### config.mk
export PLATFORM = sky130hd
export DESIGN_NAME = fft_tail_stages
export DESIGN_NICKNAME = d
export VERILOG_FILES = /design/src/rtl/fft_tail_pkg.sv /design/src/rtl/tail_mode_fsm.sv /design/src/rtl/tail_bfly_stage.sv /design/src/rtl/tail_rotator.sv /design/src/rtl/fft_tail_stages.sv
export SDC_FILE = /design/constraint.sdc
export NUM_CORES = 2
export LEC_CHECK = 0
export ABC_AREA = 1
export BUFFER_PORTS_ARGS = -buffer_cell sky130_fd_sc_hd__buf_4
export CAP_MARGIN = 10
export CORE_MARGIN = 2
export CORE_UTILIZATION = 50
export DETAILED_ROUTE_END_ITERATION = 16
export PLACE_DENSITY = 0.67
export REMOVE_ABC_BUFFERS = 1
export SLEW_MARGIN = 20
export SYNTH_ARGS = -nofsm -noshare
export SYNTH_HDL_FRONTEND = slang
export SYNTH_SLANG_ARGS = --single-unit
### constraint.sdc
create_clock -name clk -period 17.8 [get_ports clk]
set_input_delay 0 -clock clk [delete_from_list [all_inputs] [get_ports clk]]
set_output_delay 0 -clock clk [all_outputs]
set_load 0.01 [all_outputs]
### src/rtl/fft_tail_pkg.sv
package fft_tail_pkg;

    localparam int LANES = 8;

    typedef enum logic [1:0] {
        MODE_P2 = 2'b00,
        MODE_P4 = 2'b01,
        MODE_P8 = 2'b11
    } tail_mode_e;

    typedef enum logic [1:0] {
        ROT_NONE,
        ROT_NEG_J,
        ROT_W8,
        ROT_W8_3
    } rot_kind_e;

    // A butterfly layer of a given span is used only for sizes large enough.
    function automatic logic stage_active(int span, tail_mode_e m);
        if (span >= 4)      return m == MODE_P8;
        else if (span == 2) return m != MODE_P2;
        else                return 1'b1;
    endfunction

    // Boundary 0 sits after the span-4 layer, boundary 1 after the span-2 layer.
    function automatic rot_kind_e rot_select(int boundary, int lane, tail_mode_e m);
        rot_kind_e k;
        k = ROT_NONE;
        if (boundary == 0) begin
            if (m == MODE_P8) begin
                if (lane == 5)      k = ROT_W8;
                else if (lane == 6) k = ROT_NEG_J;
                else if (lane == 7) k = ROT_W8_3;
            end
        end else begin
            if (m != MODE_P2 && (lane % 4) == 3) k = ROT_NEG_J;
        end
        return k;
    endfunction

    function automatic int clamp(int v, int dw);
        int lim;
        lim = 1 << (dw - 1);
        if (v > lim - 1)  return lim - 1;
        else if (v < -lim) return -lim;
        else              return v;
    endfunction

    function automatic int half_round(int v);
        return (v + 1) >>> 1;
    endfunction

    function automatic int w8_scale(int v, int coef, int dw);
        return (v * coef + (1 << (dw - 2))) >>> (dw - 1);
    endfunction

endpackage

### src/rtl/tail_mode_fsm.sv
module tail_mode_fsm
    import fft_tail_pkg::*;
(
    input  logic       clk,
    input  logic       rst_n,
    input  logic       frame_start,
    input  logic [1:0] mode_code,
    output tail_mode_e eff_mode
);

    tail_mode_e state_q;
    tail_mode_e state_d;

    always_comb begin
        state_d = state_q;
        if (frame_start) begin
            unique case (mode_code)
                2'b00:        state_d = MODE_P2;
                2'b01:        state_d = MODE_P4;
                2'b10, 2'b11: state_d = MODE_P8;
            endcase
        end
    end

    always_ff @(posedge clk) begin
        if (!rst_n) state_q <= MODE_P2;
        else        state_q <= state_d;
    end

    // The frame-start beat itself already runs in the newly selected size.
    always_comb begin
        eff_mode = state_d;
    end

endmodule

### src/rtl/tail_bfly_stage.sv
module tail_bfly_stage
    import fft_tail_pkg::*;
#(
    parameter int DW   = 12,
    parameter int SPAN = 1
) (
    input  logic                 clk,
    input  logic                 rst_n,
    input  logic                 in_valid,
    input  logic                 in_sof,
    input  tail_mode_e           in_mode,
    input  logic signed [DW-1:0] in_re [LANES],
    input  logic signed [DW-1:0] in_im [LANES],
    output logic                 out_valid,
    output logic                 out_sof,
    output tail_mode_e           out_mode,
    output logic signed [DW-1:0] out_re [LANES],
    output logic signed [DW-1:0] out_im [LANES]
);

    logic                 act;
    logic signed [DW-1:0] nx_re [LANES];
    logic signed [DW-1:0] nx_im [LANES];

    assign act = stage_active(SPAN, in_mode);

    for (genvar g = 0; g < LANES; g++) begin : g_lane
        localparam bit LOWER   = ((g / SPAN) % 2) == 1;
        localparam int PARTNER = LOWER ? g - SPAN : g + SPAN;
        always_comb begin
            if (!act) begin
                nx_re[g] = in_re[g];
                nx_im[g] = in_im[g];
            end else if (!LOWER) begin
                nx_re[g] = DW'(clamp(half_round(int'(in_re[g]) + int'(in_re[PARTNER])), DW));
                nx_im[g] = DW'(clamp(half_round(int'(in_im[g]) + int'(in_im[PARTNER])), DW));
            end else begin
                nx_re[g] = DW'(clamp(half_round(int'(in_re[PARTNER]) - int'(in_re[g])), DW));
                nx_im[g] = DW'(clamp(half_round(int'(in_im[PARTNER]) - int'(in_im[g])), DW));
            end
        end
    end

    always_ff @(posedge clk) begin
        if (!rst_n) begin
            out_valid <= 1'b0;
            out_sof   <= 1'b0;
            out_mode  <= MODE_P2;
            for (int i = 0; i < LANES; i++) begin
                out_re[i] <= '0;
                out_im[i] <= '0;
            end
        end else begin
            out_valid <= in_valid;
            out_sof   <= in_sof;
            out_mode  <= in_mode;
            for (int i = 0; i < LANES; i++) begin
                out_re[i] <= nx_re[i];
                out_im[i] <= nx_im[i];
            end
        end
    end

endmodule

### src/rtl/tail_rotator.sv
module tail_rotator
    import fft_tail_pkg::*;
#(
    parameter int DW       = 12,
    parameter int BOUNDARY = 0
) (
    input  tail_mode_e           in_mode,
    input  logic signed [DW-1:0] in_re  [LANES],
    input  logic signed [DW-1:0] in_im  [LANES],
    output logic signed [DW-1:0] out_re [LANES],
    output logic signed [DW-1:0] out_im [LANES]
);

    localparam int W8_COEF = $rtoi(real'(1 << (DW - 1)) * 0.7071067811865476 + 0.5);

    for (genvar g = 0; g < LANES; g++) begin : g_lane
        rot_kind_e kind;
        int        a;
        int        b;
        assign kind = rot_select(BOUNDARY, g, in_mode);
        assign a    = int'(in_re[g]);
        assign b    = int'(in_im[g]);
        always_comb begin
            unique case (kind)
                ROT_NONE: begin
                    out_re[g] = in_re[g];
                    out_im[g] = in_im[g];
                end
                ROT_NEG_J: begin
                    out_re[g] = in_im[g];
                    out_im[g] = DW'(clamp(-a, DW));
                end
                ROT_W8: begin
                    out_re[g] = DW'(clamp(w8_scale(a + b, W8_COEF, DW), DW));
                    out_im[g] = DW'(clamp(w8_scale(b - a, W8_COEF, DW), DW));
                end
                ROT_W8_3: begin
                    out_re[g] = DW'(clamp(w8_scale(b - a, W8_COEF, DW), DW));
                    out_im[g] = DW'(clamp(w8_scale(-a - b, W8_COEF, DW), DW));
                end
            endcase
        end
    end

endmodule

### src/rtl/fft_tail_stages.sv
module fft_tail_stages
    import fft_tail_pkg::*;
#(
    parameter int DW = 12
) (
    input  logic                  clk,
    input  logic                  rst_n,
    input  logic                  in_valid,
    input  logic                  in_sof,
    input  logic [1:0]            in_mode,
    input  logic [LANES*DW-1:0]   in_re,
    input  logic [LANES*DW-1:0]   in_im,
    output logic                  out_valid,
    output logic                  out_sof,
    output logic [1:0]            out_mode,
    output logic [LANES*DW-1:0]   out_re,
    output logic [LANES*DW-1:0]   out_im
);

    tail_mode_e           cur_mode;
    logic signed [DW-1:0] a_re [LANES], a_im [LANES];
    logic signed [DW-1:0] s1_re [LANES], s1_im [LANES];
    logic signed [DW-1:0] r1_re [LANES], r1_im [LANES];
    logic signed [DW-1:0] s2_re [LANES], s2_im [LANES];
    logic signed [DW-1:0] r2_re [LANES], r2_im [LANES];
    logic signed [DW-1:0] s3_re [LANES], s3_im [LANES];
    logic       s1_valid, s1_sof, s2_valid, s2_sof;
    tail_mode_e s1_mode, s2_mode, s3_mode;

    for (genvar g = 0; g < LANES; g++) begin : g_io
        assign a_re[g]            = in_re[g*DW +: DW];
        assign a_im[g]            = in_im[g*DW +: DW];
        assign out_re[g*DW +: DW] = s3_re[g];
        assign out_im[g*DW +: DW] = s3_im[g];
    end

    tail_mode_fsm u_mode (
        .clk        (clk),
        .rst_n      (rst_n),
        .frame_start(in_valid && in_sof),
        .mode_code  (in_mode),
        .eff_mode   (cur_mode)
    );

    tail_bfly_stage #(.DW(DW), .SPAN(4)) u_stage_a (
        .clk(clk), .rst_n(rst_n),
        .in_valid(in_valid), .in_sof(in_sof), .in_mode(cur_mode),
        .in_re(a_re), .in_im(a_im),
        .out_valid(s1_valid), .out_sof(s1_sof), .out_mode(s1_mode),
        .out_re(s1_re), .out_im(s1_im)
    );

    tail_rotator #(.DW(DW), .BOUNDARY(0)) u_rot_a (
        .in_mode(s1_mode), .in_re(s1_re), .in_im(s1_im),
        .out_re(r1_re), .out_im(r1_im)
    );

    tail_bfly_stage #(.DW(DW), .SPAN(2)) u_stage_b (
        .clk(clk), .rst_n(rst_n),
        .in_valid(s1_valid), .in_sof(s1_sof), .in_mode(s1_mode),
        .in_re(r1_re), .in_im(r1_im),
        .out_valid(s2_valid), .out_sof(s2_sof), .out_mode(s2_mode),
        .out_re(s2_re), .out_im(s2_im)
    );

    tail_rotator #(.DW(DW), .BOUNDARY(1)) u_rot_b (
        .in_mode(s2_mode), .in_re(s2_re), .in_im(s2_im),
        .out_re(r2_re), .out_im(r2_im)
    );

    tail_bfly_stage #(.DW(DW), .SPAN(1)) u_stage_c (
        .clk(clk), .rst_n(rst_n),
        .in_valid(s2_valid), .in_sof(s2_sof), .in_mode(s2_mode),
        .in_re(r2_re), .in_im(r2_im),
        .out_valid(out_valid), .out_sof(out_sof), .out_mode(s3_mode),
        .out_re(s3_re), .out_im(s3_im)
    );

    assign out_mode = s3_mode;

endmodule

==> impl_metrics.tcl <==
set metrics [dict create \
    die-area_mm2 0.133 \
    firstDrtPassIters 8 \
    io_pins 394 \
    synth-async-reset-ratio_pct 0 \
    cts_htree_levels 3 \
    maxCapViolations 0 \
    viasPerCell 5.36 \
    cts_sinks 588 \
    drt_iter0_markers 4220 \
    worst_pin_slew_ps 1090 \
    layout-drive-gt1-share_pct 8.37 \
    grt_max_degree 104 \
    fill_cells 12300 \
    max_slew_margin_pct 27.1 \
    worst_path_most_repeated_cell "inv_1" \
    clk_path_buf_depth 3 \
    routed_wl_mm 204 \
    cts_tree "built" \
    grt_remaining_overflow 0 \
    tns_ps 0 \
    synth.area.top_cells "ha_1 23%, dfxtp_1 18%, inv_1 10%, nand2_1 7.7%, fa_1 6.5%" \
    initial_core_util_pct 50.2 \
    final_common_cell "inv_1" \
    criticalPathCategory "reg -> reg" \
    fin_nets 11200 \
    syn_area_per_cell_um2 7.18 \
    die_width_um 364 \
    wire_per_inst_um 17.8 \
    max_stage_delay_ps 780 \
    outcome "complete, no violations" \
    report.final.hold_viol_count 0 \
    fp.coreArea_mm2 0.129 \
    min_period_ps 12860 \
    final_cell_mix "1747 x inv_1, 1327 x nand2_1, 1171 x ha_1, 833 x a21oi_1, 588 x dfxtp_1" \
    track_usage_pct 30.1 \
    insertion_delay_ps 670 \
    cts_made_buffers 66 \
    io_buffers 393 \
    yosys_warnings 0 \
    synth_area_mm2 0.0649 \
    fmax_mhz 77.7 \
    antenna_found_initial 41 \
    setup_viol 0 \
    root_buffer "clkbuf_16" \
    ant_nets 0 \
    synth_top_area_share_pct 22.6 \
    routabilityCongestion 0.966 \
    post_cts_buffers 0 \
    critPathArrivalTime_ps 13340 \
    rsz0062_at_grt "no" \
    setup.worst_path.end_class "flip-flop" \
    slew_viol_final 0 \
    path_clk_slew_ps 60 \
    post-route-drc-count 0 \
    synth_ff_type "dfxtp_1" \
    areaGrowthSynthToFinish_pct 14.9 \
    die_h_um 364 \
    crit_slowest_cell "a21oi_1" \
    synth_edf_count 0 \
    synthCells 9031 \
    ys_seq_area_share_pct 18.2 \
    critPathRequiredTime_ps 18280 \
    fin_worst_skew_ps 28.7 \
    grt_pass1_wl_mm 317 \
    vias 61200 \
    grt_pass1_vias 59000 \
    hold_path_class "in -> reg" \
    min_period_over_period_pct 72.3 \
    ys_types 67 \
    hpwl_mm 167 \
    ctsResizeCount 0 \
    ys_ff_latch 588 \
    crit_path_max_fanout 11 \
    num_rows 132 \
    cp-start-kind "flip-flop" \
    synth_top_cell_by_area "ha_1" \
]
## stage by stage
step           std cells  utilization (%)  instance area (µm²)  hold WS, ps  setup WS [ps]
6_report           11400             57.7                74500         86.6           4940
4_1_cts            11400             57.6                74400         54.5           5050
2_1_floorplan       8865                -                64200         93.5           6940
3_3_place_gp       11000             53.8                69500          197           5340
3_5_place_dp       11000             53.8                69500          198           5120
5_1_grt            11400             57.7                74500          101           3470
## flip-flops by register name (all words and copies together), names as in the netlist
register             flops
u_stage_a.out_im        96
u_stage_b.out_re        96
u_stage_a.out_valid      1
u_stage_c.out_im        96
u_stage_c.out_mode       2
u_stage_c.out_re        96
u_stage_c.out_sof        1
u_stage_c.out_valid      1
u_stage_b.out_mode       2
u_stage_a.out_sof        1
u_stage_b.out_valid      1
u_stage_b.out_im        96
u_stage_a.out_re        96
u_stage_a.out_mode       2
u_stage_b.out_sof        1
## logic make-up (layout without fill, tap and decap cells)
group | count (synthesis) | in the layout | synth area share (%)
xor gates and xnor gates | 384 | 384 | 5.34
muxes | 1 | 1 | 0.0154
other | 0 | 24 | 0
and+or+nand+nor | 2827 | 2827 | 19.1
buffers and inverters | 1928 | 2557 | 11.2
AOI/OAI and AO/OA | 1922 | 1922 | 17.1
DFF | 588 | 588 | 18.2
adders and majority gates | 1381 | 1381 | 29.1
## area by class of cell
| type | instances | area (µm²) | share of cell area [%] |
|---|---|---|---|
| clock buffer | 81 | 1810 | 2.43 |
| clock inverter | 34 | 430 | 0.578 |
| tap | 1742 | 2180 | 2.93 |
| antenna | 24 | 60.1 | 0.0806 |
| timing repair buffer | 680 | 5770 | 7.75 |
| sequential | 588 | 11800 | 15.8 |
| inverter | 1762 | 6630 | 8.89 |
| multi-input combinational | 6515 | 45800 | 61.5 |
## final timing paths
path,from,to,slack (ps),cells past startpoint
hold / removal,in_valid,u_stage_a.out_valid$_SDFF_PN0_,90,4
hold reg to reg,u_stage_a.out_valid$_SDFF_PN0_,u_stage_b.out_valid$_SDFF_PN0_,420,2
setup reg to reg,u_stage_a.out_re[0]$_SDFF_PN0_,u_stage_b.out_im[2]$_SDFF_PN0_,4940,60
setup / recovery,u_stage_a.out_re[0]$_SDFF_PN0_,u_stage_b.out_im[2]$_SDFF_PN0_,4940,60
## cells in the mapped netlist (37+ instances only)
cell type and n:
inv_1 1748, o21bai_1 174, dfxtp_1 588, nand4_1 62, ha_1 1171, a21o_1 40, clkbuf_1 152, xor2_1 291
a21oi_1 833, nand3_1 524, fa_1 210, xnor2_1 83, a31oi_1 37, o21ai_0 560, nand2_1 1328, or2_2 201
nor3_1 49, a221oi_1 153, nor2_1 552
## critical path: cells and delay by family (launching register included)
family                   cells  cell delay [ps]
XOR/XNOR                     3              770
AO/OA/AOI/OAI               16             4060
buffers and inverters       11              790
adder cells (fa/ha/maj)      9             3420
flip-flops                   1              320
AND/OR/NAND/NOR             21             3300
## what timing repair did
item | CTS | global route
endpoints found under the hold margin | 233 | 0
setup endpoints to repair | 0 | 0
hold buffers | 265 | 0
## layer usage
layer | vias to the layer above | share of wire (%) | routed length [µm] | GRT usage (%)
li1 | 30700 | - | - | -
met1 | 28300 | 44 | 89200 | 38.6
met2 | 1732 | 46 | 92800 | 50.7
met3 | 404 | 6.0 | 12200 | 4.07
met4 | 38 | 4.5 | 9110 | 12.7
met5 | - | 0.11 | 224 | 0
Power is not shown: default switching activity piles up to over one toggle a cycle in this logic, so the estimate is an artifact.
